`src/rtl/stereo_atten_pkg.sv`:
```
package stereo_atten_pkg;
  localparam int unsigned FIELD_W    = 5;
  localparam int unsigned CODE_W     = 2 * FIELD_W;
  localparam int unsigned NUM_CH     = 2;
  localparam int unsigned NUM_FIELDS = 2 * NUM_CH;
  localparam int unsigned ADDR_W     = 3;
  localparam int unsigned UPD_BIT    = FIELD_W;
  localparam int unsigned DATA_W     = UPD_BIT + 1;
  localparam int unsigned TRK_BIT    = 2;
  localparam logic [ADDR_W-1:0] TRK_ADDR = ADDR_W'(NUM_FIELDS);

  typedef logic [FIELD_W-1:0] field_t;
  typedef logic [CODE_W-1:0]  code_t;

  localparam code_t MUTE_CODE = '1;
endpackage

```
`src/rtl/atten_prelatch.sv`:
```
module atten_prelatch
  import stereo_atten_pkg::*;
(
  input  logic                                clk_i,
  input  logic                                rst_ni,
  input  logic                                wr_en_i,
  input  logic [ADDR_W-1:0]                   wr_addr_i,
  input  logic [DATA_W-1:0]                   wr_data_i,
  output logic [NUM_FIELDS-1:0][FIELD_W-1:0]  pl_nxt_o,
  output logic                                trk_nxt_o
);
  logic [NUM_FIELDS-1:0][FIELD_W-1:0] pl_q;
  logic trk_q;
  logic trk_hit;

  for (genvar f = 0; f < NUM_FIELDS; f++) begin : g_field
    logic hit;
    assign hit         = wr_en_i && (wr_addr_i == ADDR_W'(f));
    assign pl_nxt_o[f] = hit ? wr_data_i[FIELD_W-1:0] : pl_q[f];

    always_ff @(posedge clk_i or negedge rst_ni) begin
      if (!rst_ni) pl_q[f] <= '0;
      else         pl_q[f] <= pl_nxt_o[f];
    end
  end

  assign trk_hit   = wr_en_i && (wr_addr_i == TRK_ADDR);
  assign trk_nxt_o = trk_hit ? wr_data_i[TRK_BIT] : trk_q;

  always_ff @(posedge clk_i or negedge rst_ni) begin
    if (!rst_ni) trk_q <= 1'b0;
    else         trk_q <= trk_nxt_o;
  end
endmodule

```
`src/rtl/atten_upd_ctrl.sv`:
```
module atten_upd_ctrl
  import stereo_atten_pkg::*;
(
  input  logic              clk_i,
  input  logic              rst_ni,
  input  logic              wr_en_i,
  input  logic [ADDR_W-1:0] wr_addr_i,
  input  logic [DATA_W-1:0] wr_data_i,
  input  logic              sample_i,
  output logic              take_o,
  output logic              pend_o
);
  logic in_range;
  logic upd_now;
  logic pend_q;

  assign in_range = wr_addr_i < ADDR_W'(NUM_FIELDS);
  assign upd_now  = wr_en_i && in_range && wr_data_i[UPD_BIT];
  assign take_o   = sample_i && (pend_q || upd_now);
  assign pend_o   = pend_q;

  // request stays armed until a strobe consumes it
  always_ff @(posedge clk_i or negedge rst_ni) begin
    if (!rst_ni)       pend_q <= 1'b0;
    else if (sample_i) pend_q <= 1'b0;
    else if (upd_now)  pend_q <= 1'b1;
  end
endmodule

```
`src/rtl/atten_active.sv`:
```
module atten_active
  import stereo_atten_pkg::*;
(
  input  logic                               clk_i,
  input  logic                               rst_ni,
  input  logic                               sample_i,
  input  logic                               take_i,
  input  logic [NUM_FIELDS-1:0][FIELD_W-1:0] pl_nxt_i,
  input  logic                               trk_nxt_i,
  output logic [NUM_CH-1:0][CODE_W-1:0]      code_o,
  output logic [NUM_CH-1:0]                  mute_o
);
  logic [NUM_CH-1:0][CODE_W-1:0] act_q;
  logic trk_act_q;

  for (genvar c = 0; c < NUM_CH; c++) begin : g_ch
    always_ff @(posedge clk_i or negedge rst_ni) begin
      if (!rst_ni)     act_q[c] <= '0;
      else if (take_i) act_q[c] <= {pl_nxt_i[2*c+1], pl_nxt_i[2*c]};
    end

    // channel 0 is left; all others follow it while tracking
    if (c == 0) begin : g_src
      assign code_o[c] = act_q[c];
    end else begin : g_trk
      assign code_o[c] = trk_act_q ? act_q[0] : act_q[c];
    end

    assign mute_o[c] = (code_o[c] == MUTE_CODE);
  end

  // tracking applies at any strobe, no update needed
  always_ff @(posedge clk_i or negedge rst_ni) begin
    if (!rst_ni)       trk_act_q <= 1'b0;
    else if (sample_i) trk_act_q <= trk_nxt_i;
  end
endmodule

```
`src/rtl/stereo_atten_regs.sv`:
```
module stereo_atten_regs
  import stereo_atten_pkg::*;
(
  input  logic              clk_i,
  input  logic              rst_ni,
  input  logic              wr_en_i,
  input  logic [ADDR_W-1:0] wr_addr_i,
  input  logic [DATA_W-1:0] wr_data_i,
  input  logic              sample_i,
  output logic [CODE_W-1:0] left_code_o,
  output logic [CODE_W-1:0] right_code_o,
  output logic              left_mute_o,
  output logic              right_mute_o
);
  logic [NUM_FIELDS-1:0][FIELD_W-1:0] pl_nxt;
  logic                               trk_nxt;
  logic                               take;
  logic                               upd_pend;
  logic [NUM_CH-1:0][CODE_W-1:0]      code;
  logic [NUM_CH-1:0]                  mute;

  atten_prelatch u_prelatch (
    .clk_i     (clk_i),
    .rst_ni    (rst_ni),
    .wr_en_i   (wr_en_i),
    .wr_addr_i (wr_addr_i),
    .wr_data_i (wr_data_i),
    .pl_nxt_o  (pl_nxt),
    .trk_nxt_o (trk_nxt)
  );

  atten_upd_ctrl u_ctrl (
    .clk_i     (clk_i),
    .rst_ni    (rst_ni),
    .wr_en_i   (wr_en_i),
    .wr_addr_i (wr_addr_i),
    .wr_data_i (wr_data_i),
    .sample_i  (sample_i),
    .take_o    (take),
    .pend_o    (upd_pend)
  );

  atten_active u_active (
    .clk_i     (clk_i),
    .rst_ni    (rst_ni),
    .sample_i  (sample_i),
    .take_i    (take),
    .pl_nxt_i  (pl_nxt),
    .trk_nxt_i (trk_nxt),
    .code_o    (code),
    .mute_o    (mute)
  );

  assign left_code_o  = code[0];
  assign right_code_o = code[1];
  assign left_mute_o  = mute[0];
  assign right_mute_o = mute[1];
endmodule

```
`config.mk`:
```
export PLATFORM = sky130hd
export DESIGN_NAME = stereo_atten_regs
export DESIGN_NICKNAME = d
export VERILOG_FILES = /design/src/rtl/stereo_atten_pkg.sv /design/src/rtl/atten_prelatch.sv /design/src/rtl/atten_upd_ctrl.sv /design/src/rtl/atten_active.sv /design/src/rtl/stereo_atten_regs.sv
export SDC_FILE = /design/constraint.sdc
export NUM_CORES = 1
export LEC_CHECK = 0
export ABC_AREA = 1
export BUFFER_PORTS_ARGS = -buffer_cell sky130_fd_sc_hd__clkbuf_2
export CAP_MARGIN = 10
export CORE_MARGIN = 2
export CORE_UTILIZATION = 33
export DETAILED_ROUTE_END_ITERATION = 10
export SYNTH_ARGS = -nofsm -noshare
export SYNTH_HDL_FRONTEND = slang
export SYNTH_SLANG_ARGS = --single-unit
```
`constraint.sdc`:
```
create_clock -name clk_i -period 1.6 [get_ports clk_i]
set_clock_uncertainty 0.05 [all_clocks]
set_input_delay 0.32 -clock clk_i [delete_from_list [all_inputs] [get_ports clk_i]]
set_output_delay 0.32 -clock clk_i [all_outputs]
set_load 0.005 [all_outputs]
```
== Word level (Yosys, flattened, before mapping) ==
Cells that the tools add are included.

* Register bits: 43
* Output and inout bits: 22
* Word-level logic and storage cells: 35

* $lt $le $gt $ge: 1
* Reductions and logical operators: 11
* Eq/ne operators: 6
* Multiplexer cells: 8

{| class="wikitable"
|+ Operators with widths
! kind !! count
|-
| 10-bit equality test, second input constant || 2
|-
| 5-bit two-way mux || 4
|-
| 10-bit two-way mux || 1
|-
| 1-bit logical AND || 8
|-
| 3-bit by 2-bit equality test with 1-bit output, second input constant || 2
|-
| 3-bit by 1-bit equality test with 1-bit output, second input constant || 1
|-
| 3-bit equality test, second input constant || 1
|-
| 3-bit logical NOT || 1
|-
| 3-bit < comparator, second input constant || 1
|-
| 1-bit two-way mux || 3
|-
| 2-bit nonzero test || 1
|-
| 1-bit logical OR || 1
|}

== Longest topological paths before layout ==
Gate-level depths: netlist of the first run.

* Word-level depth: 5
* Depth in mapped cells: 8
* Depth with buffers taken out: 7

== By module ==
From an unflattened synthesis of the first run, not the netlist that was laid out.

* Cell total of the unflattened synthesis: 247
* Area, all modules: 2025.7 um2

{| class="wikitable"
|+ Modules (own cells, without submodules)
! module !! times used !! cells each !! seq. area each (um2) !! area each (um2)
|-
| atten_active || 1 || 136 || 525.5 || 1084.8
|-
| atten_prelatch || 1 || 104 || 525.5 || 884.6
|-
| atten_upd_ctrl || 1 || 7 || 25.0 || 56.3
|}

== Least setup slack after synthesis of the first run ==
No wires, ideal clock.

* Path type: flip-flop to output port
* From: register u_active.trk_act_q
* To: output right_mute_o
* Path buffers: 1
* Cell stages (with the launch flop): 7
* Data arrival time: 0.973 ns
* Path slack: 0.257 ns
* Cells stage by stage: dfrtp_1 -> buf_2 -> nand2_1 -> o21ai_0 -> nor2_1 -> nand2_1 -> nor2_1

* Longest elaborated chain between the ends: 2

{| class="wikitable"
|+ Ends and longest elaborated chain
! element !! RTL line !! RTL
|-
| from (decl) || atten_active.sv:14 || <nowiki>logic trk_act_q;</nowiki>
|-
| from (signal assigned) || atten_active.sv:35 || <nowiki>else if (sample_i) trk_act_q <= trk_nxt_i;</nowiki>
|-
| 10-bit two-way mux || atten_active.sv:26 || <nowiki>assign code_o[c] = trk_act_q ? act_q[0] : act_q[c];</nowiki>
|-
| 10-bit equality test || atten_active.sv:29 || <nowiki>assign mute_o[c] = (code_o[c] == MUTE_CODE);</nowiki>
|-
| to (decl) || stereo_atten_regs.sv:13 || <nowiki>output logic right_mute_o</nowiki>
|}

No other way between the ends.

== Worst setup path in the final report of the first run ==
Ends and elaborated chain as after synthesis.

==> flow_metrics.tcl, run 1 <==
set metrics [dict create \
    rrSetupSlack_ns 0.52 \
    core_area_sq_um 5990 \
    synth_area_leaders "dfrtp_1 (52%), nand2_1 (26%), inv_1 (5.6%), buf_4 (4.0%), nand3_1 (2.9%)" \
    fillers 621 \
    yosys_register_bits 43 \
    wirelength_mm 4.70 \
    start_util_pct 34.5 \
    first_iter_violations 122 \
    startpoint_type "register" \
    final_max_slew_viol_count 0 \
    setup_viol 1 \
    synth_top_family_by_area "simple AND/OR/NAND/NOR gates" \
    place.gp.congestion 0.825 \
    synth_cell_types 18 \
    worstSetupStartpoint "u_active.trk_act_q" \
    routedWlPerCell_um 12.3 \
    fin_ws_ns -0.144 \
    yosysTopAreaCell "dfrtp_1" \
    overflow 0 \
    synth_edf_count 0 \
    numCtsBuffers 5 \
    firstDrtPassIters 4 \
    postRouteAntennaNets 0 \
    peakVddDrop_mv 0.542 \
    hpwl_mm 3.51 \
    yosysSeqAreaShare_pct 52.0 \
    r2r_start "u_ctrl.pend_o" \
    rows 28 \
    synth.area.mux_share_pct 0 \
    crit_path_max_fanout 8 \
    synth-simple-area-share_pct 33.8 \
    critPathKind "reg2out" \
    p_leak_uw 0.00142 \
    r2r_cells 6 \
    tightestPinTransition_ns 0.313 \
    violations "negative setup slack" \
    status "complete, but fails checks" \
    min_period_ns 1.74 \
    synth-xor-area-share_pct 0 \
    critPathCaptureType "output pin" \
    syn_avg_cell_area_sq_um 7.61 \
    grt_max_degree 44 \
    holdPathStages 2 \
    grt.total_usage_pct 14.5 \
    fin_area_sq_um 2480 \
    ctsLongestPathBuffers 2 \
    cts_num_sinks 43 \
    via_per_inst 4.46 \
    die_y_um 83.2 \
    rsz0062_at_grt "true" \
    route.detailed.drc 0 \
    cp.required_ns 1.23 \
    pin_count 35 \
    die_x_um 83.2 \
    worst_slew_margin_rel_pct 79.1 \
    clkTransAtPathRegs_ns 0.08 \
    root_buffer "clkbuf_8" \
    diodes 0 \
    cap_violations 0 \
    antenna_found_initial 0 \
    finalHoldViolCount 0 \
    h-tree-depth 2 \
    grt_pass1_wl_mm 8.11 \
    min_path_type "in2reg" \
    ys_warn_count 0 \
    fmax_mhz 573 \
    syn_area_sq_um 2070 \
    postSynthCellCount 272 \
    async_flop_share_pct 100 \
    dieArea_sq_um 6920 \
    synth_top_cell_area_share_pct 52.0 \
    hold_start "sample_i" \
    layout-drive-gt1-share_pct 22.4 \
    tritoncts "built" \
    synthFlopType "dfrtp_1" \
    grt_pass1_vias 1603 \
    timing.final.crit_share_pct 109 \
    synth-compound-area-share_pct 2.60 \
    power_uw 3340 \
    nNetsFinal 320 \
    p_per_area_nw_per_um2 1340 \
    clkLatencyLatePin_ns 0.29 \
    syn_to_final_growth_pct 20.0 \
    hold_path_end "u_ctrl.pend_o" \
    arrival_ns 1.37 \
    via_count 1708 \
    io_buffers 34 \
    synth_common_cells "nand2_1 (141), dfrtp_1 (43), inv_1 (31)" \
    timing.rr.end "u_active.act_q[14]" \
    syn_nets 285 \
    synth.most_common_cell "nand2_1" \
    synth-adder-area-share_pct 0 \
    place_area_sq_um 2270 \
]
critical path, cell delays in order, from the launching register on:
cell and delay, ns:
dfrtp_1 0.41, buf_6 0.15, nand2_1 0.09, nand2_2 0.07, nor2_2 0.08, nand3_1 0.08
nor2_1 0.10, buf_2 0.11
layout by cell type, fill, tap and decap left out:
master	instances
inv_1	31
inv_2	1
and2_1	1
nor2_2	1
a21oi_1	1
o21ai_2	4
o21bai_1	1
clkbuf_2	33
nor2_4	3
buf_6	1
clkbuf_1	1
dfrtp_1	43
o21ai_0	1
nand4_1	4
nor2_1	8
bufinv_16	2
nand2_2	8
dlygate4sd3_1	1
a21boi_2	1
nand2_4	1
buf_12	1
nand3_1	12
buf_4	7
buf_2	1
clkbuf_8	5
nor3_1	1
nand2_1	133
o21ai_1	1
registers in the layout (all words and copies together) (netlist names):
register / cells
u_prelatch.pl_q: 20
u_active.act_q: 10
u_active.code_o: 10
u_active.trk_act_q: 1
u_ctrl.pend_o: 1
u_prelatch.trk_q: 1
routing by layer:
metal / routed length (um) / track usage (%)
met1: 2610 / 23.6
met2: 1800 / 18.5
met3: 266 / 3.38
met4: 33 / 4.02
met5: 0 / 0
layout make-up:
cell class                 instances  area [sq um]  area share [%]
tap                               75          93.8            3.78
inverter                          32           120            4.84
timing repair buffer              44           264            10.6
multi-input combinational        181           796            32.1
sequential                        43          1080            43.3
clock buffer                       6          72.6            2.92
clock inverter                     2          60.1            2.42
stage by stage:
stage / std cells / TNS, ns / util [%] / hold WS, ns / setup WS (ns)
final: 383 / -0.144 / 41.4 / 0.202 / -0.144
after global routing: 383 / -0.480 / 41.4 / 0.204 / -0.265
after CTS: 380 / -0.161 / 40.4 / 0.195 / -0.158
after detailed placement: 371 / 0 / 37.9 / 0.274 / 0.130
after global placement: 371 / 0 / 37.9 / 0.271 / 0.152
after floorplan: 272 / 0 / - / -0.0256 / 0.257
how the worst max path moves through the flow:
| stage | end | slack, ns | depth (start not counted) |
|---|---|---|---|
| 6_report | right_mute_o | -0.14 | 7 |
| 5_1_grt | right_mute_o | -0.27 | 7 |
| 4_1_cts | right_mute_o | -0.16 | 7 |
| 3_5_place_dp | right_mute_o | 0.13 | 7 |
| 3_3_place_gp | right_mute_o | 0.15 | 7 |
| 2_1_floorplan | right_mute_o | 0.26 | 6 |
power breakdown:
group	internal, uW	switching [uW]
logic	356	494
registers	1320	159
clock network	624	378
total	2300	1030
cells by family (layout without fill, tap and decap cells):
kind of cell    count (synthesis)  in the layout
simple gates                  172            172
compound gates                  9              9
buf+inv                        48             84
flops                          43             43
what timing repair did:
item,CTS,global route
endpoints found under the setup margin,6,9
endpoints found under the hold margin,43,0
hold buffers,1,0
pin swaps,1,7
buffers inserted,0,2
cloned,0,1
gates resized for setup,4,18
Power figures use the tool's default switching activity.
==> run 2, diff against run 1 <==
- CORE_ASPECT_RATIO: default -> 0.7
- MAX_ROUTING_LAYER: default -> met4
==> flow_metrics.tcl, run 2 (same netlist as run 1, synthesis figures left out) <==
set metrics [dict create \
    layout_commonest_cell "nand2_1" \
    core_area_sq_um 6160 \
    io_buffers 34 \
    min_period_ns 1.76 \
    clkTransAtPathRegs_ns 0.08 \
    power_uw 3340 \
    cts_num_sinks 43 \
    die_y_um 70.3 \
    fin_hold_ws_ns 0.210 \
    switching_power_uw 1030 \
    clkLatencyLatePin_ns 0.29 \
    cp.required_ns 1.23 \
    start_util_pct 33.6 \
    diodes 0 \
    finalHoldViolCount 0 \
    pwr-share-seq_pct 44.3 \
    swShare_pct 30.9 \
    top_layer "met4" \
    overflow 0 \
    dieArea_sq_um 6930 \
    layout-drive-gt1-share_pct 29.4 \
    ctsLongestPathBuffers 2 \
    grt_max_degree 21 \
    arrival_ns 1.39 \
    layout_common_cells "nand2_1 (129), dfrtp_1 (43), clkbuf_2 (31)" \
    wl_met2_mm 2.15 \
    hpwl_mm 3.49 \
    p_per_area_nw_per_um2 1290 \
    critPathKind "reg2out" \
    routedWlPerCell_um 11.7 \
    rsz0062_at_grt "true" \
    wl_met3_um 144 \
    cp_slowest_cell "dfrtp_1" \
    timing.final.crit_share_pct 110 \
    fillers 631 \
    p_int_uw 2310 \
    cap_violations 0 \
    min_path_type "in2reg" \
    first_iter_violations 115 \
    root_buffer "clkbuf_8" \
    grt.total_usage_pct 14.7 \
    via_per_inst 4.32 \
    final_max_slew_viol_count 0 \
    drt-met1-wl_mm 2.34 \
    multi_input_area_sq_um 812 \
    grt_pass1_vias 1685 \
    antenna_found_initial 0 \
    nNetsFinal 332 \
    fin_ws_ns -0.164 \
    wirelength_mm 4.66 \
    grt_pass1_wl_mm 7.90 \
    p_leak_uw 0.00147 \
    crit_family "flip-flops" \
    worst-path-buf-inv 2 \
    largest_register_ffs 20 \
    route.detailed.drc 0 \
    firstDrtPassIters 4 \
    postRouteAntennaNets 0 \
    via_count 1719 \
    numCtsBuffers 5 \
    violations "negative setup slack" \
    rows 24 \
    h-tree-depth 2 \
    setup_viol 8 \
    critPathCaptureType "output pin" \
    crit_path_max_fanout 7 \
    combinationalPowerShare_pct 30.2 \
    worst_slew_margin_rel_pct 72.8 \
    rrSetupSlack_ns 0.53 \
    regMostFlops "u_prelatch.pl_q" \
    slowest_delay_ns 0.42 \
    status "complete, but fails checks" \
    pin_count 35 \
    peakVddDrop_mv 0.532 \
    tightestPinTransition_ns 0.408 \
    die_x_um 98.7 \
    startpoint_type "register" \
    crit_chain "buf_6 -> nand2_2 -> nand2_2 -> nor2_1 -> nand3_1 -> nor2_1 -> buf_2" \
    fmax_mhz 567 \
    clkPwrFrac_pct 25.5 \
    tritoncts "built" \
    seq_area_sq_um 1080 \
    syn_to_final_growth_pct 25.4 \
    place.gp.congestion 0.846 \
]
[run 2: final timing paths]
kind,start,to,cells after the start
setup / recovery,u_active.trk_act_q,right_mute_o,7
hold / removal,sample_i,u_ctrl.pend_o,2
setup reg to reg,u_ctrl.pend_o,u_active.act_q[18],6
hold reg to reg,u_prelatch.pl_q[9],u_prelatch.pl_q[9],2
max in group asynchronous,rst_ni,u_prelatch.pl_q[4],3
min in group asynchronous,rst_ni,u_prelatch.pl_q[17],2
[run 2: cell type report]
cell class,count,share of cell area (%)
clock buffer,6,3.18
clock inverter,2,1.35
inverter,32,4.63
multi-input combinational,181,31.3
sequential,43,41.5
tap,78,3.76
timing repair buffer,56,14.3
[run 2: what timing repair did]
action | in CTS | in global routing
pin swaps | 20 | 10
hold endpoints to repair | 12 | 0
endpoints found under the setup margin | 6 | 12
hold buffers | 1 | 0
buffers inserted | 7 | 5
resized for setup | 25 | 13
[run 2: power by group through the flow]
| stage | logic [uW] | registers [uW] | clock network (uW) |
|---|---|---|---|
| 2_1_floorplan | 549 | 1450 | 0 |
| 3_3_place_gp | 805 | 1490 | 0 |
| 3_5_place_dp | 813 | 1500 | 0 |
| 4_1_cts | 930 | 1490 | 880 |
| 5_1_grt | 1140 | 1510 | 928 |
| 6_report | 1010 | 1480 | 853 |
[run 2: layer usage]
metal,global-route usage [%],up-vias
li1,-,901
met1,19.9,791
met2,23.4,25
met3,3.10,2
met4,2.59,0
met5,-,-
[run 2: per-stage QoR]
step                setup TNS, ns  worst slack, ns  util (%)  instances  cell area (sq um)
finish                     -0.397           -0.164      42.2        398               2590
global route               -0.965           -0.278      42.2        398               2590
CTS                        -0.487           -0.175      41.1        394               2530
detailed placement              0           0.0930      37.8        381               2330
global placement                0           0.0800      37.8        381               2330
floorplan                       0            0.257         -        272               2070
==> run 3, diff against run 2 <==
- CTS_BUF_LIST: default -> sky130_fd_sc_hd__clkbuf_16
==> flow_metrics.tcl, run 3 (same netlist as run 1, synthesis figures left out) <==
set metrics [dict create \
    rows 24 \
    antenna_found_initial 0 \
    tritoncts "built" \
    dieArea_sq_um 6930 \
    postRouteAntennaNets 0 \
    routedWlPerCell_um 12.0 \
    min_period_ns 1.75 \
    rsz0062_at_grt "true" \
    regMostFlops "u_prelatch.pl_q" \
    ctsLongestPathBuffers 2 \
    worst_slew_margin_rel_pct 72.7 \
    clkLatencyLatePin_ns 0.28 \
    min_path_type "in2reg" \
    place.gp.congestion 0.846 \
    setup_viol 7 \
    final_max_slew_viol_count 0 \
    layout-drive-gt1-share_pct 27.8 \
    layout_commonest_cell "nand2_1" \
    fin_area_sq_um 2620 \
    fin_ws_ns -0.149 \
    largest_register_ffs 20 \
    fin_tns_setup_ns -0.309 \
    io_buffers 34 \
    crit_path_max_fanout 8 \
    cts_num_sinks 43 \
    grt_pass1_wl_mm 8.09 \
    overflow 0 \
    grt_pass1_vias 1716 \
    cp.required_ns 1.23 \
    grt.total_usage_pct 15.6 \
    violations "negative setup slack" \
    dp_slack_ns 0.0930 \
    core_area_sq_um 6160 \
    fillers 624 \
    firstDrtPassIters 5 \
    h-tree-depth 2 \
    root_buffer "clkbuf_16" \
    arrival_ns 1.38 \
    timing.final.crit_share_pct 109 \
    syn_to_final_growth_pct 26.7 \
    via_per_inst 4.36 \
    layout_common_cells "nand2_1 (130), dfrtp_1 (43), clkbuf_2 (32)" \
    grt_max_degree 21 \
    p_per_area_nw_per_um2 1370 \
    fmax_mhz 572 \
    nNetsFinal 329 \
    p_leak_uw 0.00148 \
    wirelength_mm 4.74 \
    status "complete, but fails checks" \
    tightestPinTransition_ns 0.409 \
    route.detailed.drc 0 \
    first_iter_violations 96 \
    startpoint_type "register" \
    hpwl_mm 3.49 \
    numCtsBuffers 5 \
    place.detailed.instances 381 \
    peakVddDrop_mv 0.452 \
    cap_violations 0 \
    place_area_sq_um 2330 \
    critPathCaptureType "output pin" \
    pin_count 35 \
    clkTransAtPathRegs_ns 0.06 \
    diodes 0 \
    fin_cells 395 \
    finalHoldViolCount 0 \
    start_util_pct 33.6 \
    critPathKind "reg2out" \
    via_count 1721 \
    die_y_um 70.3 \
    die_x_um 98.7 \
]
[run 3: what timing repair did]
item                       CTS  global route
gates resized for setup     22            15
pin swaps                   18             9
setup buffers                5             2
gates cloned                 0             0
hold buffers                 1             0
setup endpoints to repair    6            12
hold endpoints to repair    12             0
[run 3: worst paths after layout]
kind                                          from                   to  slack [ns]  depth (start not counted)
min in group asynchronous                   rst_ni  u_prelatch.pl_q[16]        0.45                          2
worst min register to register  u_prelatch.pl_q[9]   u_prelatch.pl_q[9]        0.42                          2
max in group asynchronous                   rst_ni   u_prelatch.pl_q[4]        0.59                          3
worst max register to register       u_ctrl.pend_o   u_active.act_q[18]        0.54                          6
worst max-delay path            u_active.trk_act_q         right_mute_o       -0.15                          7
worst min-delay path                      sample_i        u_ctrl.pend_o        0.23                          2
[run 3: layout make-up]
type,instances,area [sq um],area share (%)
Multi-Input combinational cell,181,815,31.1
Clock inverter,3,38.8,1.48
Clock buffer,5,125,4.77
Timing Repair Buffer,53,349,13.3
Tap cell,78,97.6,3.72
Sequential cell,43,1080,41.1
Inverter,32,120,4.58
[run 3: per-stage QoR]
step                util [%]  total power [uW]  hold slack [ns]
finish                  42.6              3580            0.228
global route            42.6              3830            0.212
CTS                     41.8              3560            0.211
detailed placement      37.8              2310            0.215
global placement        37.8              2300            0.218
floorplan                  -              1990          -0.0256
[run 3: per-layer routing]
metal	part of all wire (%)	up-vias	routed length, um	global-route usage (%)
met5	0	-	0	-
met4	1.8	0	87	6.70
met3	3.9	7	184	3.40
met2	45	28	2140	24.0
met1	49	792	2330	19.9
li1	-	894	-	-
[run 3: report_power, final]
group          total [uW]  internal [uW]  switching, uW
Clock                1120            727            391
Combinational         979            460            519
Sequential           1490           1330            161
Total                3580           2510           1070
[run 3: critical path, cell delays in order, from the launching register on]
cell and delay (ns):
dfrtp_1 0.42, buf_6 0.17, nand2_2 0.06, o21ai_2 0.05, nor2_1 0.11, nand2_1 0.09, nor2_1 0.10, buf_2 0.11
